--- src/rtl/boot_pkg.sv ---
package boot_pkg;
  localparam int WORD_W = 24;
  localparam int BYTE_W = 8;

  typedef enum logic [2:0] {
    ST_DECIDE = 3'd0,
    ST_GAP    = 3'd1,
    ST_ACC    = 3'd2,
    ST_FINISH = 3'd3,
    ST_RUN    = 3'd4
  } boot_st_e;
endpackage

--- src/rtl/boot_rst_sync.sv ---
module boot_rst_sync (
  input  logic clk,
  input  logic rst_n,
  output logic rst_n_sync
);
  logic [1:0] sync_q;

  always_ff @(posedge clk or negedge rst_n) begin
    if (!rst_n) sync_q <= 2'b00;
    else        sync_q <= {sync_q[0], 1'b1};
  end

  assign rst_n_sync = sync_q[1];
endmodule

--- src/rtl/boot_addr_gen.sv ---
module boot_addr_gen #(
  parameter int ADDR_W = 14,
  parameter int HI_W   = 2,
  parameter logic [ADDR_W+HI_W-1:0] BASE = '0
) (
  input  logic              clk,
  input  logic              rst_n,
  input  logic              step,
  output logic [ADDR_W-1:0] addr_lo,
  output logic [HI_W-1:0]   addr_hi
);
  localparam int BA_W = ADDR_W + HI_W;

  logic [BA_W-1:0] ptr_q, ptr_d;

  always_comb begin
    ptr_d = ptr_q;
    if (step) ptr_d = ptr_q + 1'b1;
  end

  always_ff @(posedge clk or negedge rst_n) begin
    if (!rst_n) ptr_q <= BASE;
    else        ptr_q <= ptr_d;
  end

  assign {addr_hi, addr_lo} = ptr_q;
endmodule

--- src/rtl/boot_packer.sv ---
module boot_packer import boot_pkg::*; #(
  parameter int WORDS = 32,
  parameter int PA_W  = 14
) (
  input  logic              clk,
  input  logic              rst_n,
  input  logic              take,
  input  logic [BYTE_W-1:0] byte_i,
  output logic              last_word,
  output logic              pm_we,
  output logic [PA_W-1:0]   pm_addr,
  output logic [WORD_W-1:0] pm_wdata
);
  localparam int WI_W = $clog2(WORDS + 1);
  localparam logic [WI_W-1:0] IDX_LAST = WI_W'(WORDS - 1);

  logic [1:0]          lane_q, lane_d;
  logic [2*BYTE_W-1:0] sh_q, sh_d;
  logic [WI_W-1:0]     idx_q, idx_d;
  logic                we_d;
  logic [PA_W-1:0]     wa_d;
  logic [WORD_W-1:0]   wd_d;

  assign last_word = (lane_q == 2'd2) && (idx_q == IDX_LAST);

  always_comb begin
    lane_d = lane_q;
    sh_d   = sh_q;
    idx_d  = idx_q;
    we_d   = 1'b0;
    wa_d   = pm_addr;
    wd_d   = pm_wdata;
    if (take) begin
      if (lane_q == 2'd2) begin
        we_d   = 1'b1;
        wa_d   = PA_W'(idx_q);
        wd_d   = {sh_q, byte_i};
        lane_d = 2'd0;
        idx_d  = idx_q + 1'b1;
      end else begin
        sh_d   = {sh_q[BYTE_W-1:0], byte_i};
        lane_d = lane_q + 1'b1;
      end
    end
  end

  always_ff @(posedge clk or negedge rst_n) begin
    if (!rst_n) begin
      lane_q   <= '0;
      sh_q     <= '0;
      idx_q    <= '0;
      pm_we    <= 1'b0;
      pm_addr  <= '0;
      pm_wdata <= '0;
    end else begin
      lane_q   <= lane_d;
      sh_q     <= sh_d;
      idx_q    <= idx_d;
      pm_we    <= we_d;
      pm_addr  <= wa_d;
      pm_wdata <= wd_d;
    end
  end
endmodule

--- src/rtl/boot_seq_top.sv ---
module boot_seq_top import boot_pkg::*; #(
  parameter int ADDR_W   = 14,
  parameter int HI_W     = 2,
  parameter int WORDS    = 32,
  parameter int WAIT_CYC = 2,
  parameter logic [ADDR_W+HI_W-1:0] BOOT_BASE = '0
) (
  input  logic              clk,
  input  logic              rst_n,
  input  logic              map_strap,
  input  logic              bus_req,
  input  logic [BYTE_W-1:0] boot_byte_i,
  output logic              core_init,
  output logic              boot_cs,
  output logic              mem_rd,
  output logic [ADDR_W-1:0] addr_o,
  output logic [HI_W-1:0]   data_hi_o,
  output logic              pm_we,
  output logic [ADDR_W-1:0] pm_addr,
  output logic [WORD_W-1:0] pm_wdata,
  output logic              boot_done,
  output logic              core_run,
  output logic [ADDR_W-1:0] run_pc
);
  localparam int CW = (WAIT_CYC > 0) ? $clog2(WAIT_CYC + 1) : 1;
  localparam logic [CW-1:0] CNT_END = CW'(WAIT_CYC);

  logic           rst_n_sync;
  boot_st_e       st_q, st_d;
  logic [CW-1:0]  cnt_q, cnt_d;
  logic           take;
  logic           last_word;

  boot_rst_sync u_rsync (
    .clk        (clk),
    .rst_n      (rst_n),
    .rst_n_sync (rst_n_sync)
  );

  always_comb begin
    st_d  = st_q;
    cnt_d = cnt_q;
    take  = 1'b0;
    unique case (st_q)
      ST_DECIDE: begin
        if (map_strap)     st_d = ST_RUN;
        else if (!bus_req) st_d = ST_ACC;
      end
      ST_GAP: begin
        if (!bus_req) st_d = ST_ACC;
      end
      ST_ACC: begin
        if (cnt_q == CNT_END) begin
          take  = 1'b1;
          cnt_d = '0;
          st_d  = last_word ? ST_FINISH : ST_GAP;
        end else begin
          cnt_d = cnt_q + 1'b1;
        end
      end
      ST_FINISH: st_d = ST_RUN;
      default:   st_d = ST_RUN;
    endcase
  end

  always_ff @(posedge clk or negedge rst_n_sync) begin
    if (!rst_n_sync) begin
      st_q  <= ST_DECIDE;
      cnt_q <= '0;
    end else begin
      st_q  <= st_d;
      cnt_q <= cnt_d;
    end
  end

  boot_addr_gen #(
    .ADDR_W (ADDR_W),
    .HI_W   (HI_W),
    .BASE   (BOOT_BASE)
  ) u_addr (
    .clk     (clk),
    .rst_n   (rst_n_sync),
    .step    (take),
    .addr_lo (addr_o),
    .addr_hi (data_hi_o)
  );

  boot_packer #(
    .WORDS (WORDS),
    .PA_W  (ADDR_W)
  ) u_pack (
    .clk       (clk),
    .rst_n     (rst_n_sync),
    .take      (take),
    .byte_i    (boot_byte_i),
    .last_word (last_word),
    .pm_we     (pm_we),
    .pm_addr   (pm_addr),
    .pm_wdata  (pm_wdata)
  );

  assign core_init = ~rst_n_sync;
  assign boot_cs   = (st_q == ST_ACC);
  assign mem_rd    = (st_q == ST_ACC);
  assign boot_done = (st_q == ST_FINISH);
  assign core_run  = (st_q == ST_RUN);
  assign run_pc    = '0;
endmodule

--- config.mk ---
export PLATFORM = sky130hd
export DESIGN_NAME = boot_seq_top
export DESIGN_NICKNAME = d
export VERILOG_FILES = /design/src/rtl/boot_pkg.sv /design/src/rtl/boot_rst_sync.sv /design/src/rtl/boot_addr_gen.sv /design/src/rtl/boot_packer.sv /design/src/rtl/boot_seq_top.sv
export SDC_FILE = /design/constraint.sdc
export NUM_CORES = 1
export LEC_CHECK = 0
export CELL_PAD_IN_SITES_DETAIL_PLACEMENT = 0
export CELL_PAD_IN_SITES_GLOBAL_PLACEMENT = 1
export CORE_ASPECT_RATIO = 1.5
export CORE_MARGIN = 4
export CORE_UTILIZATION = 40
export CTS_CLUSTER_DIAMETER = 40
export DETAILED_ROUTE_END_ITERATION = 10
export GPL_ROUTABILITY_DRIVEN = 0
export GPL_TIMING_DRIVEN = 0
export HOLD_SLACK_MARGIN = 0.02
export PLACE_DENSITY = 0.91
export SETUP_SLACK_MARGIN = 0.4
export SKIP_CTS_REPAIR_TIMING = 1
export SLEW_MARGIN = 20
export SYNTH_ARGS = -nofsm -noshare
export SYNTH_HDL_FRONTEND = slang
export SYNTH_SLANG_ARGS = --single-unit
--- constraint.sdc ---
create_clock -name clk -period 5.8 [get_ports clk]
set_clock_uncertainty 0.05 [all_clocks]
set_input_delay 0.58 -clock clk [delete_from_list [all_inputs] [get_ports clk]]
set_output_delay 0.58 -clock clk [all_outputs]
set_load 0.05 [all_outputs]
# == Yosys cells after proc, flatten, opt, wreduce, memory -nomap -nowiden ==
# Index checks and enable logic that the tools add are counted.
# totals
register_bits,78
word_cells,39
# op_classes
eq_ne,8
n_reduce_logical,4
muxes,11
n_bitwise,2
add_sub_neg,4
# ops
op,count
$add 16x1->16 const B,1
$mux 3,3
$pmux 3 s3,1
$add 6x1->6 const B,1
$eq 3x2->1 const B,2
$eq 6x5->1 const B,1
$mux 2,3
$add 2x1->2 const B,2
$eq 2x2->1 const B,2
$mux 1,4
$reduce_and 2->1,2
$eq 3x1->1 const B,1
$eq 3x3->1 const B,1
$logic_not 3->1,1
$ne 2x1->1 const B,1
$not 1->1,2
$logic_and 1x1->1,1

# == Depth between registers and ports, before layout ==
# Gate-level depths: netlist of the first run.
# logic_depth
word_depth,5
mapped_depth,9
ltp_nobuf,5

# == Hierarchy ==
# From an unflattened synthesis of the first run, not the netlist that was laid out.
# hier_totals
hier_cells,239
hier_area_um2,3339.5
# by_module_without_submodules
mod,n_inst,cells_each,area_per_inst_um2,seq_area_each_um2
boot_packer,1,138,2194.6,1376.3
boot_addr_gen,1,56,695.7,400.4
boot_seq_top,1,42,395.4,125.1
boot_rst_sync,1,3,53.8,50.0

# == Worst setup path before layout of the first run ==
# No wires, ideal clock.
# synth_timing
kind,reg2out
start,register u_rsync.sync_q[1]
end,output port core_init
setup_slack_ns,2.452
stages_incl_launch_ff,2
n_path_buf,0
arrival_time_ns,2.718
cell_sequence,dfrtp_1 inv_1
# synth_via
elab_chain_cells,1
# synth_rtl
element,line,rtl
"start, declared",boot_rst_sync.sv:6,logic [1:0] sync_q;
"start signal, assigned",boot_rst_sync.sv:10,"else sync_q <= {sync_q[0], 1'b1};"
$not 1->1,boot_seq_top.sv:102,assign core_init = ~rst_n_sync;
"end, declared",boot_seq_top.sv:13,"output logic core_init,"
# No other way between the ends.

# == Worst setup path in the final report of the first run ==
# layout_timing
start,register st_q[0]
end,output port mem_rd
# layout_via
elab_chain_cells,1
# layout_rtl
element,line,rtl
"start, declared",boot_seq_top.sv:29,"boot_st_e st_q, st_d;"
"start signal, assigned",boot_seq_top.sv:71,st_q <= st_d;
$eq 3x2->1,boot_seq_top.sv:104,assign mem_rd = (st_q == ST_ACC);
"end, declared",boot_seq_top.sv:15,"output logic mem_rd,"
# No other way between the ends.

==> results.txt, run 1 <==
Mapped Area: 3343 um2
antenna violations before repair: 0
Largest delay share family, worst path: buffers and inverters
Die H: 120.0 um
clock latency on the worst-skew pair: 0.33 ns
Slew @ Worst Pin: 0.7637 ns
commonest cells after routing, fill and taps aside: nand2_1, dfrtp_1, clkdlybuf4s50_1
Clock Sink Count: 78
Worst VDD drop: 187.9 uV
clock-pin slew on the worst setup and hold paths: 0.06 ns
commonest non-fill, non-tap cell in the layout: nand2_1
total number of vias: 2295
Critical R2R Launch: st_q[0]$_DFFE_PN0P_
CP arrival: 2.45 ns
leading area contributor after synthesis: dfrtp_1
maxcap violations: 0
vias in the first global route: 2350
Yosys top cell area share: 0.5838
final hold vios: 0
first-pass GRT wire length: 11100 um
worst setup path startpoint: st_q[0]$_DFFE_PN0P_
Ports: 86
PD cells: 250.5 nW/um2
Area contributors post-synth: dfrtp_1, nand2_1, mux2_2
Critical-path top delay cell: clkdlybuf4s50_1
Die Area: 9915 um2
Nets: 421
Worst EP required: 5.17 ns
fmax: 0.3250 GHz
sequential area share after synthesis: 0.5838
Reg2Reg Depth: 8
DR iter-0 viols: 104
Crit. End Element: output pin
critical path type: reg2out
final worst path period need: 3.077 ns
Root Buffer: clkbuf_16
Startpoint Class: register
Worst path max stage delay: 0.78 ns
share of cells above drive strength 1: 0.1796
Inserted Clock Buffers: 9
worst reg2reg endpoint: u_pack.pm_wdata[9]$_DFFE_PN0P_
H-Tree Depth: 3
area delta synth->final: 34.13%
crit path cell chain: buf_6, or3b_1, buf_2, inv_1, buf_4, clkdlybuf4s50_1
post-DP HPWL: 4900 um
largest net degree at the start of global routing: 50
Synth Instances: 311
flops & latches, synth: 78
Leak: 2.212 nW
WL/cell: 12.99 um
CP Max Fanout: 9
Slew Limit Fails: 0
syn avg cell area: 10.75 um2
GRT Util Overall: 0.1485
DRT Pass-1 Iters: 4
Setup TNS Final: 0 ns
Rows: 40
final WL: 6715 um
CP bufs+invs: 5
Die Span X: 82.65 um
# DRC: 0
Yosys cell types: 36
worst reg-to-reg setup slack: 3.72 ns
# diodes: 0
max_slew headroom: 0.4862
synth warn: 0
number of port buffers: 63
Max Root-Sink Buffers: 2
CTS tree: built
Core Area: 8058 um2
fin cells: 517
RSZ-0062 raised after global routing: false
Final Cycle Share: 0.5305
hold crit path type: reg2async
GRT overflow: 0
Initial Util: 0.4149
status: completed
# setup viols final: 0
antenna viol nets, final: 0
drt via density: 4.439
dpl cells: 501
==> per-stage QoR <==
| stage | area, um2 | hold WS, ns | utilization | worst slack [ns] | power (W) |
|---|---|---|---|---|---|
| after floorplan | 3422 | 0.2344 | - | 2.452 | 0.0006138 |
| after global placement | 4184 | 0.2865 | 0.5193 | 1.771 | 0.0006272 |
| after detailed placement | 4215 | 0.2238 | 0.5231 | 3.051 | 0.0006309 |
| after CTS | 4484 | 0.2296 | 0.5565 | 2.685 | 0.001143 |
| after global routing | 4484 | 0.2574 | 0.5565 | 2.597 | 0.001166 |
| final | 4484 | 0.2129 | 0.5565 | 2.723 | 0.001123 |
==> metal layers <==
layer,up-vias,wire length (um),part of all wire,GRT usage
li1,1137,-,-,-
met1,1082,2553,0.38,0.1634
met2,67,3558,0.53,0.2505
met3,9,508,0.076,0.05856
met4,0,95,0.014,0.05828
met5,-,0,0,0
==> flip-flops by register name, summed over array words and instances (netlist names) <==
signal and count:
u_pack.pm_wdata 24, u_addr.ptr_q 16, u_pack.sh_q 16, u_pack.idx_q 6, u_pack.pm_addr 6, st_q 3
cnt_q 2, u_pack.lane_q 2, u_rsync.sync_q 2, u_pack.pm_we 1
==> worst max path at each step <==
| stage | to | slack, ns | depth (start not counted) |
|---|---|---|---|
| after floorplan | core_init | 2.45 | 1 |
| after global placement | core_init | 1.77 | 2 |
| after detailed placement | mem_rd | 3.05 | 6 |
| after CTS | mem_rd | 2.68 | 6 |
| after global routing | mem_rd | 2.60 | 6 |
| final | mem_rd | 2.72 | 6 |
==> cell usage after synthesis <==
cell type and number:
or2_2 2, a21oi_1 3, inv_1 6, buf_6 6, nand3_2 1, xnor2_1 14
o31ai_1 1, nor3_1 2, nand4bb_1 1, nand2b_1 3, buf_2 4, and3_1 1
o41ai_1 1, mux2_2 18, or3b_1 1, nand2_1 102, nor3b_1 1, o21ai_0 2
nor2b_1 1, ha_1 2, nand4_1 2, clkinv_4 1, and4_1 1, nand4b_1 1
a21o_1 1, nor4_1 2, a21bo_2 1, nor2_1 8, dfrtp_1 78, nand3b_1 3
nor4_2 1, buf_4 24, nand3_1 7, or3_1 1, conb_1 2, xor2_1 6
==> final cells by class <==
class | count | area, um2
flip-flops and latches | 78 | 1956
multi-input cells | 213 | 1171
clock buffers | 12 | 246.5
fillers | 718 | 3573
clock inverters | 4 | 22.52
well taps | 105 | 131.4
plain buffers | 34 | 267.8
repair buffers | 64 | 658.1
inverters | 7 | 31.28
==> power by group <==
part / internal (W) / switching, W
clock: 0.000299 / 0.000204
sequential: 0.000548 / 0.00000731
combinational: 0.0000216 / 0.0000436
total: 0.000869 / 0.000255
==> logic make-up after synthesis <==
| kind of cell | after synthesis | synth area share |
|---|---|---|
| compound gates | 9 | 0.01759 |
| buf+inv | 41 | 0.08944 |
| flops | 78 | 0.5838 |
| simple gates | 141 | 0.1864 |
| xor+xnor | 20 | 0.05240 |
| mux | 18 | 0.06063 |
| fa+ha+maj | 2 | 0.007484 |
| other cells | 2 | 0.002246 |
Power figures use the tool's default switching activity.
==> run 2, diff against run 1 <==
Settings changed: CORE_UTILIZATION 40 to 34, PLACE_DENSITY 0.91 to 0.83.
Clock period 5.8 ns to 2.7 ns, I/O delays scaled along.
==> run 2 against run 1 <==
Cell area increased by 0.78%. Largest power group unchanged. Largest cell class unchanged. Sequential power increased by 110%. Die area up 16%. Highest routed layer unchanged. Via count up 1.8%. Register-to-register slack worse by 3.1 ns. Critical endpoint unchanged. Combinational power up 120%. Power is 120% higher.
==> results.txt, run 2 (synthesis gave the netlist of run 1 again) <==
status: completed (unchanged)
area delta synth->final: 35.18% (was 34.13%)
post-DP HPWL: 5025 um (was 4900 um)
CP bufs+invs: 5 (unchanged)
Worst VDD drop: 329.3 uV (was 187.9 uV)
Final Cycle Share: 0.8870
Seq. cell area: 1956 um2 (unchanged)
worst reg-to-reg setup slack: 0.64 ns (was 3.72 ns)
Ports: 86 (unchanged)
switching power: 0.0006070 W (was 0.0002546 W)
final WL: 6790 um (was 6715 um)
Root Buffer: clkbuf_16 (unchanged)
CP Max Fanout: 9 (unchanged)
crit path cell chain: buf_6, or3b_1, buf_2, inv_1, buf_4, dlymetal6s2s_1 (was buf_6, or3b_1, buf_2, inv_1, buf_4, clkdlybuf4s50_1)
FILL cells: 940 (was 718)
Multi-input gate area: 1171 um2 (unchanged)
fmax: 0.4176 GHz
commonest cells after routing, fill and taps aside: nand2_1, dfrtp_1, clkdlybuf4s50_1 (unchanged)
Startpoint Class: register (unchanged)
RSZ-0062 raised after global routing: true (was false)
antenna violations before repair: 0 (unchanged)
Slew @ Worst Pin: 0.7602 ns (was 0.7637 ns)
Clock Power Share: 0.459 (was 0.447)
# setup viols final: 0 (unchanged)
maxcap violations: 0 (unchanged)
hold crit path type: in2async (was reg2async)
drt via density: 4.435 (was 4.439)
Final WS setup: 0.3052 ns (was 2.723 ns)
pre-CTS setup slack: 0.2609 ns (was 3.051 ns)
number of port buffers: 63 (unchanged)
critical path type: reg2out (unchanged)
DR iter-0 viols: 164 (was 104)
Max Root-Sink Buffers: 2 (unchanged)
biggest regs: u_pack.pm_wdata (24), u_addr.ptr_q (16), u_pack.sh_q (16) (unchanged)
Worst path max stage delay: 0.41 ns (was 0.78 ns)
Die H: 129.4 um (was 120.0 um)
internal power: 0.001858 W (was 0.0008687 W)
sw frac: 0.2463 (was 0.2267)
Initial Util: 0.3470 (was 0.4149)
dpl cells: 511 (was 501)
final worst path period need: 2.395 ns
Inserted Clock Buffers: 9 (unchanged)
Nets: 421 (unchanged)
GRT overflow: 0 (unchanged)
Pwr Total: 0.002465 W (was 0.001123 W)
DRT Pass-1 Iters: 4 (unchanged)
Largest delay share family, worst path: buffers and inverters (unchanged)
Setup TNS Final: 0 ns (unchanged)
max reg flops: 24 (unchanged)
max_slew headroom: 0.4885 (was 0.4862)
largest net degree at the start of global routing: 59 (was 50)
vias in the first global route: 2231 (was 2350)
# DRC: 0 (unchanged)
Slew Limit Fails: 0 (unchanged)
fin cells: 527 (was 517)
commonest non-fill, non-tap cell in the layout: nand2_1 (unchanged)
total number of vias: 2337 (was 2295)
Clock Sink Count: 78 (unchanged)
# diodes: 0 (unchanged)
Rows: 44 (was 40)
WL/cell: 12.88 um (was 12.99 um)
antenna viol nets, final: 0 (unchanged)
Reg power frac: 0.483 (was 0.495)
first-pass GRT wire length: 10990 um (was 11100 um)
combinational share of power: 0.058 (about the same)
Die Span X: 88.97 um (was 82.65 um)
H-Tree Depth: 3 (unchanged)
Crit. End Element: output pin (unchanged)
Core Area: 9634 um2 (was 8058 um2)
CTS tree: built (unchanged)
clock-pin slew on the worst setup and hold paths: 0.06 ns (about the same)
Die Area: 11520 um2 (was 9915 um2)
GRT Util Overall: 0.1264 (was 0.1485)
clock latency on the worst-skew pair: 0.34 ns (was 0.33 ns)
CP arrival: 2.07 ns (was 2.45 ns)
share of cells above drive strength 1: 0.1845 (was 0.1796)
final hold vios: 0 (unchanged)
Worst EP required: 2.38 ns (was 5.17 ns)
Largest Register: u_pack.pm_wdata (unchanged)
Critical-path top delay cell: dlymetal6s2s_1 (was clkdlybuf4s50_1)
PD cells: 545.3 nW/um2 (was 250.5 nW/um2)
Leak: 2.265 nW (was 2.212 nW)
hold slack final: 0.04360 ns (was 0.2129 ns)
## run 2: cell count changes in the layout (fill, tap and decap cells not counted), sizes merged
cell | before | now
inv | 6 | 8
clkinv | 4 | 5
clkdlybuf4s50 | 63 | 60
clkbuf | 12 | 9
dlymetal6s2s | 0 | 3
## run 2: worst paths after layout
kind	startpoint	to	depth (start not counted)
max in group asynchronous	u_rsync.sync_q[1]$_DFF_PN0_	u_pack.pm_wdata[17]$_DFFE_PN0P_	1
setup reg to reg	st_q[0]$_DFFE_PN0P_	u_pack.sh_q[11]$_DFFE_PN0P_	7
hold reg to reg	u_rsync.sync_q[1]$_DFF_PN0_	st_q[0]$_DFFE_PN0P_	0
min in group clk	u_rsync.sync_q[0]$_DFF_PN0_	u_rsync.sync_q[1]$_DFF_PN0_	0
hold / removal	rst_n	u_rsync.sync_q[1]$_DFF_PN0_	1
setup / recovery	st_q[0]$_DFFE_PN0P_	mem_rd	6
## run 2: final cells by class
class	instances	area share
inverter	7	0.006921
clock inverter	7	0.01301
tap	115	0.03184
clock buffer	9	0.04983
timing repair buffer	64	0.1473
sequential	78	0.4327
multi-input combinational	213	0.2591
buffer	34	0.05925
## run 2: worst register-to-register path, cell delays in order, from the launching register on
cell     delay, ns
dfrtp_1       0.37
buf_6         0.13
or3b_1        0.36
buf_2         0.17
inv_1         0.17
nand3_2       0.21
buf_6         0.22
mux2_2        0.27
## run 2: power groups by stage
stage / registers (W) / clock network, W / logic [W]
5_1_grt: 0.00119 / 0.00122 / 0.000154
3_5_place_dp: 0.00121 / 0 / 0.000144
6_report: 0.00119 / 0.00113 / 0.000143
2_1_floorplan: 0.00122 / 0 / 0.000101
4_1_cts: 0.00119 / 0.00117 / 0.000144
3_3_place_gp: 0.00123 / 0 / 0.000122
## run 2: routing by layer
metal / vias to the layer above / GRT usage / wire, um
met5: - / 0 / 0
met4: 0 / 0.05259 / 119
met3: 7 / 0.04071 / 439
met2: 71 / 0.2017 / 3443
met1: 1115 / 0.1569 / 2787
li1: 1144 / - / -
## run 2: stage by stage
step                      area (um2)  utilization
final                           4519       0.4691
after detailed placement        4228       0.4388
after floorplan                 3423            -
after CTS                       4512       0.4683
after global placement          4198       0.4357
after global routing            4519       0.4691
==> run 3, diff against run 2 <==
Settings changed: RECOVER_POWER set to 50.
==> run 3 against run 2 <==
Via count decreased by 0.47%. Global-route usage unchanged. Count of clock-buffer cells in the layout unchanged. Cell count unchanged. Critical path depth stayed put. Maximum frequency shrank 2.8%. First-iteration DRC count fell by 3.7%. Sequential power about the same. Die area stayed put. Non-clock buffer count is the same. Combinational power about the same. Power barely moved.
==> results.txt, run 3 (synthesis gave the netlist of run 1 again) <==
CP Max Fanout: 9 (unchanged)
largest net degree at the start of global routing: 59 (unchanged)
Worst EP required: 2.38 ns (about the same)
Die Span X: 88.97 um (unchanged)
Worst path max stage delay: 0.41 ns (about the same)
commonest cells after routing, fill and taps aside: nand2_1, dfrtp_1, clkdlybuf4s50_1 (unchanged)
H-Tree Depth: 3 (unchanged)
Largest Register: u_pack.pm_wdata (unchanged)
Multi-input gate area: 1171 um2 (unchanged)
Die H: 129.4 um (unchanged)
Die Area: 11520 um2 (unchanged)
Final Cycle Share: 0.9121 (was 0.8870)
fin cells: 527 (unchanged)
stages on the worst setup path: 6 (unchanged)
Reg2Reg Depth: 8 (was 7)
Clock Sink Count: 78 (unchanged)
max reg flops: 24 (unchanged)
GRT Util Overall: 0.1264 (unchanged)
vias in the first global route: 2231 (unchanged)
worst setup path startpoint: st_q[0]$_DFFE_PN0P_ (unchanged)
clock-pin slew on the worst setup and hold paths: 0.06 ns (about the same)
worst reg-to-reg setup slack: 0.57 ns (was 0.64 ns)
crit path cell chain: clkbuf_1, or3b_1, buf_2, inv_1, buf_4, dlymetal6s2s_1 (was buf_6, or3b_1, buf_2, inv_1, buf_4, dlymetal6s2s_1)
Initial Util: 0.3470 (unchanged)
Nets: 421 (unchanged)
Worst VDD drop: 326.5 uV (was 329.3 uV)
hold crit path type: in2async (unchanged)
Leak: 2.287 nW (was 2.265 nW)
RSZ-0062 raised after global routing: true (unchanged)
share of cells above drive strength 1: 0.1796 (was 0.1845)
final worst path period need: 2.463 ns (was 2.395 ns)
# setup viols final: 0 (unchanged)
worst reg2reg endpoint: u_pack.pm_wdata[13]$_DFFE_PN0P_ (was u_pack.sh_q[11]$_DFFE_PN0P_)
Rows: 44 (unchanged)
# DRC: 0 (unchanged)
first-pass GRT wire length: 10990 um (unchanged)
Root Buffer: clkbuf_16 (unchanged)
total number of vias: 2326 (was 2337)
Core Area: 9634 um2 (unchanged)
Ports: 86 (unchanged)
PD cells: 546.6 nW/um2 (was 545.3 nW/um2)
combinational share of power: 0.058 (about the same)
final hold vios: 0 (unchanged)
antenna violations before repair: 0 (unchanged)
# diodes: 0 (unchanged)
Seq. cell area: 1952 um2 (was 1956 um2)
sw frac: 0.2465 (was 0.2463)
commonest non-fill, non-tap cell in the layout: nand2_1 (unchanged)
final WL: 6779 um (was 6790 um)
Crit. End Element: output pin (unchanged)
CTS tree: built (unchanged)
status: completed (unchanged)
GRT overflow: 0 (unchanged)
Critical R2R Launch: st_q[0]$_DFFE_PN0P_ (unchanged)
Inserted Clock Buffers: 9 (unchanged)
antenna viol nets, final: 0 (unchanged)
critical path type: reg2out (unchanged)
crit path to: mem_rd (unchanged)
number of port buffers: 63 (unchanged)
Largest delay share family, worst path: buffers and inverters (unchanged)
Reg power frac: 0.482 (was 0.483)
CP bufs+invs: 5 (unchanged)
dpl cells: 511 (unchanged)
Max Root-Sink Buffers: 2 (unchanged)
clock latency on the worst-skew pair: 0.33 ns (was 0.34 ns)
Slew Limit Fails: 0 (unchanged)
hold slack final: 0.1146 ns (was 0.04360 ns)
Clock Power Share: 0.460 (was 0.459)
drt via density: 4.414 (was 4.435)
Startpoint Class: register (unchanged)
maxcap violations: 0 (unchanged)
Pwr Total: 0.002464 W (was 0.002465 W)
switching power: 0.0006074 W (was 0.0006070 W)
WL/cell: 12.86 um (was 12.88 um)
internal power: 0.001857 W (was 0.001858 W)
area delta synth->final: 34.84% (was 35.18%)
Setup TNS Final: 0 ns (unchanged)
post-DP HPWL: 5025 um (unchanged)
CP arrival: 2.14 ns (was 2.07 ns)
biggest regs: u_pack.pm_wdata (24), u_addr.ptr_q (16), u_pack.sh_q (16) (unchanged)
Critical-path top delay cell: dlymetal6s2s_1 (unchanged)
DR iter-0 viols: 158 (was 164)
Slew @ Worst Pin: 0.8842 ns (was 0.7602 ns)
fmax: 0.4061 GHz (was 0.4176 GHz)
FILL cells: 941 (was 940)
DRT Pass-1 Iters: 4 (unchanged)
max_slew headroom: 0.4105 (was 0.4885)
-- run 3: cell count changes in the layout (fill, tap and decap cells not counted), sizes merged --
cell | before | now
clkdlybuf4s50 | 60 | 46
dlygate4sd3 | 0 | 14
buf | 35 | 34
clkbuf | 9 | 10
-- run 3: metrics by stage --
| stage | cell area, um2 | utilization | setup slack [ns] |
|---|---|---|---|
| 5_1_grt | 4508 | 0.4679 | 0.1045 |
| 3_5_place_dp | 4228 | 0.4388 | 0.2609 |
| 4_1_cts | 4512 | 0.4683 | -0.1117 |
| 2_1_floorplan | 3423 | - | 0.4479 |
| 3_3_place_gp | 4198 | 0.4357 | -0.02039 |
| 6_report | 4508 | 0.4679 | 0.2373 |
-- run 3: how the worst min path moves through the flow --
stage | from | end | slack, ns | cells after the start
after floorplan | rst_n | u_rsync.sync_q[0]$_DFF_PN0_ | -0.08 | 0
after global placement | u_rsync.sync_q[0]$_DFF_PN0_ | u_rsync.sync_q[1]$_DFF_PN0_ | 0.29 | 0
after detailed placement | u_rsync.sync_q[1]$_DFF_PN0_ | u_addr.ptr_q[1]$_DFFE_PN0N_ | 0.17 | 0
after CTS | rst_n | u_rsync.sync_q[1]$_DFF_PN0_ | 0.03 | 1
after global routing | rst_n | u_rsync.sync_q[1]$_DFF_PN0_ | 0.10 | 1
final | rst_n | u_rsync.sync_q[1]$_DFF_PN0_ | 0.11 | 1
-- run 3: power groups by stage --
stage	Combinational [W]	Clock, W	Sequential (W)
after floorplan	0.000101	0	0.00122
after global placement	0.000122	0	0.00123
after detailed placement	0.000144	0	0.00121
after CTS	0.000144	0.00117	0.00119
after global routing	0.000153	0.00122	0.00119
final	0.000143	0.00113	0.00119
-- run 3: routing by layer --
layer  vias to the layer above  track usage  share of wire
met5                         -            0              0
met1                      1111       0.1569           0.41
met4                         0      0.05259          0.013
met3                         5      0.04071          0.064
li1                       1142            -              -
met2                        68       0.2017           0.51
-- run 3: area by class of cell --
type / count / share of cell area
Buffer: 34 / 0.05773
Clock buffer: 9 / 0.04996
Clock inverter: 7 / 0.01304
Inverter: 7 / 0.006939
Multi-Input combinational cell: 213 / 0.2598
Sequential cell: 78 / 0.4330
Tap cell: 115 / 0.03192
Timing Repair Buffer: 64 / 0.1477
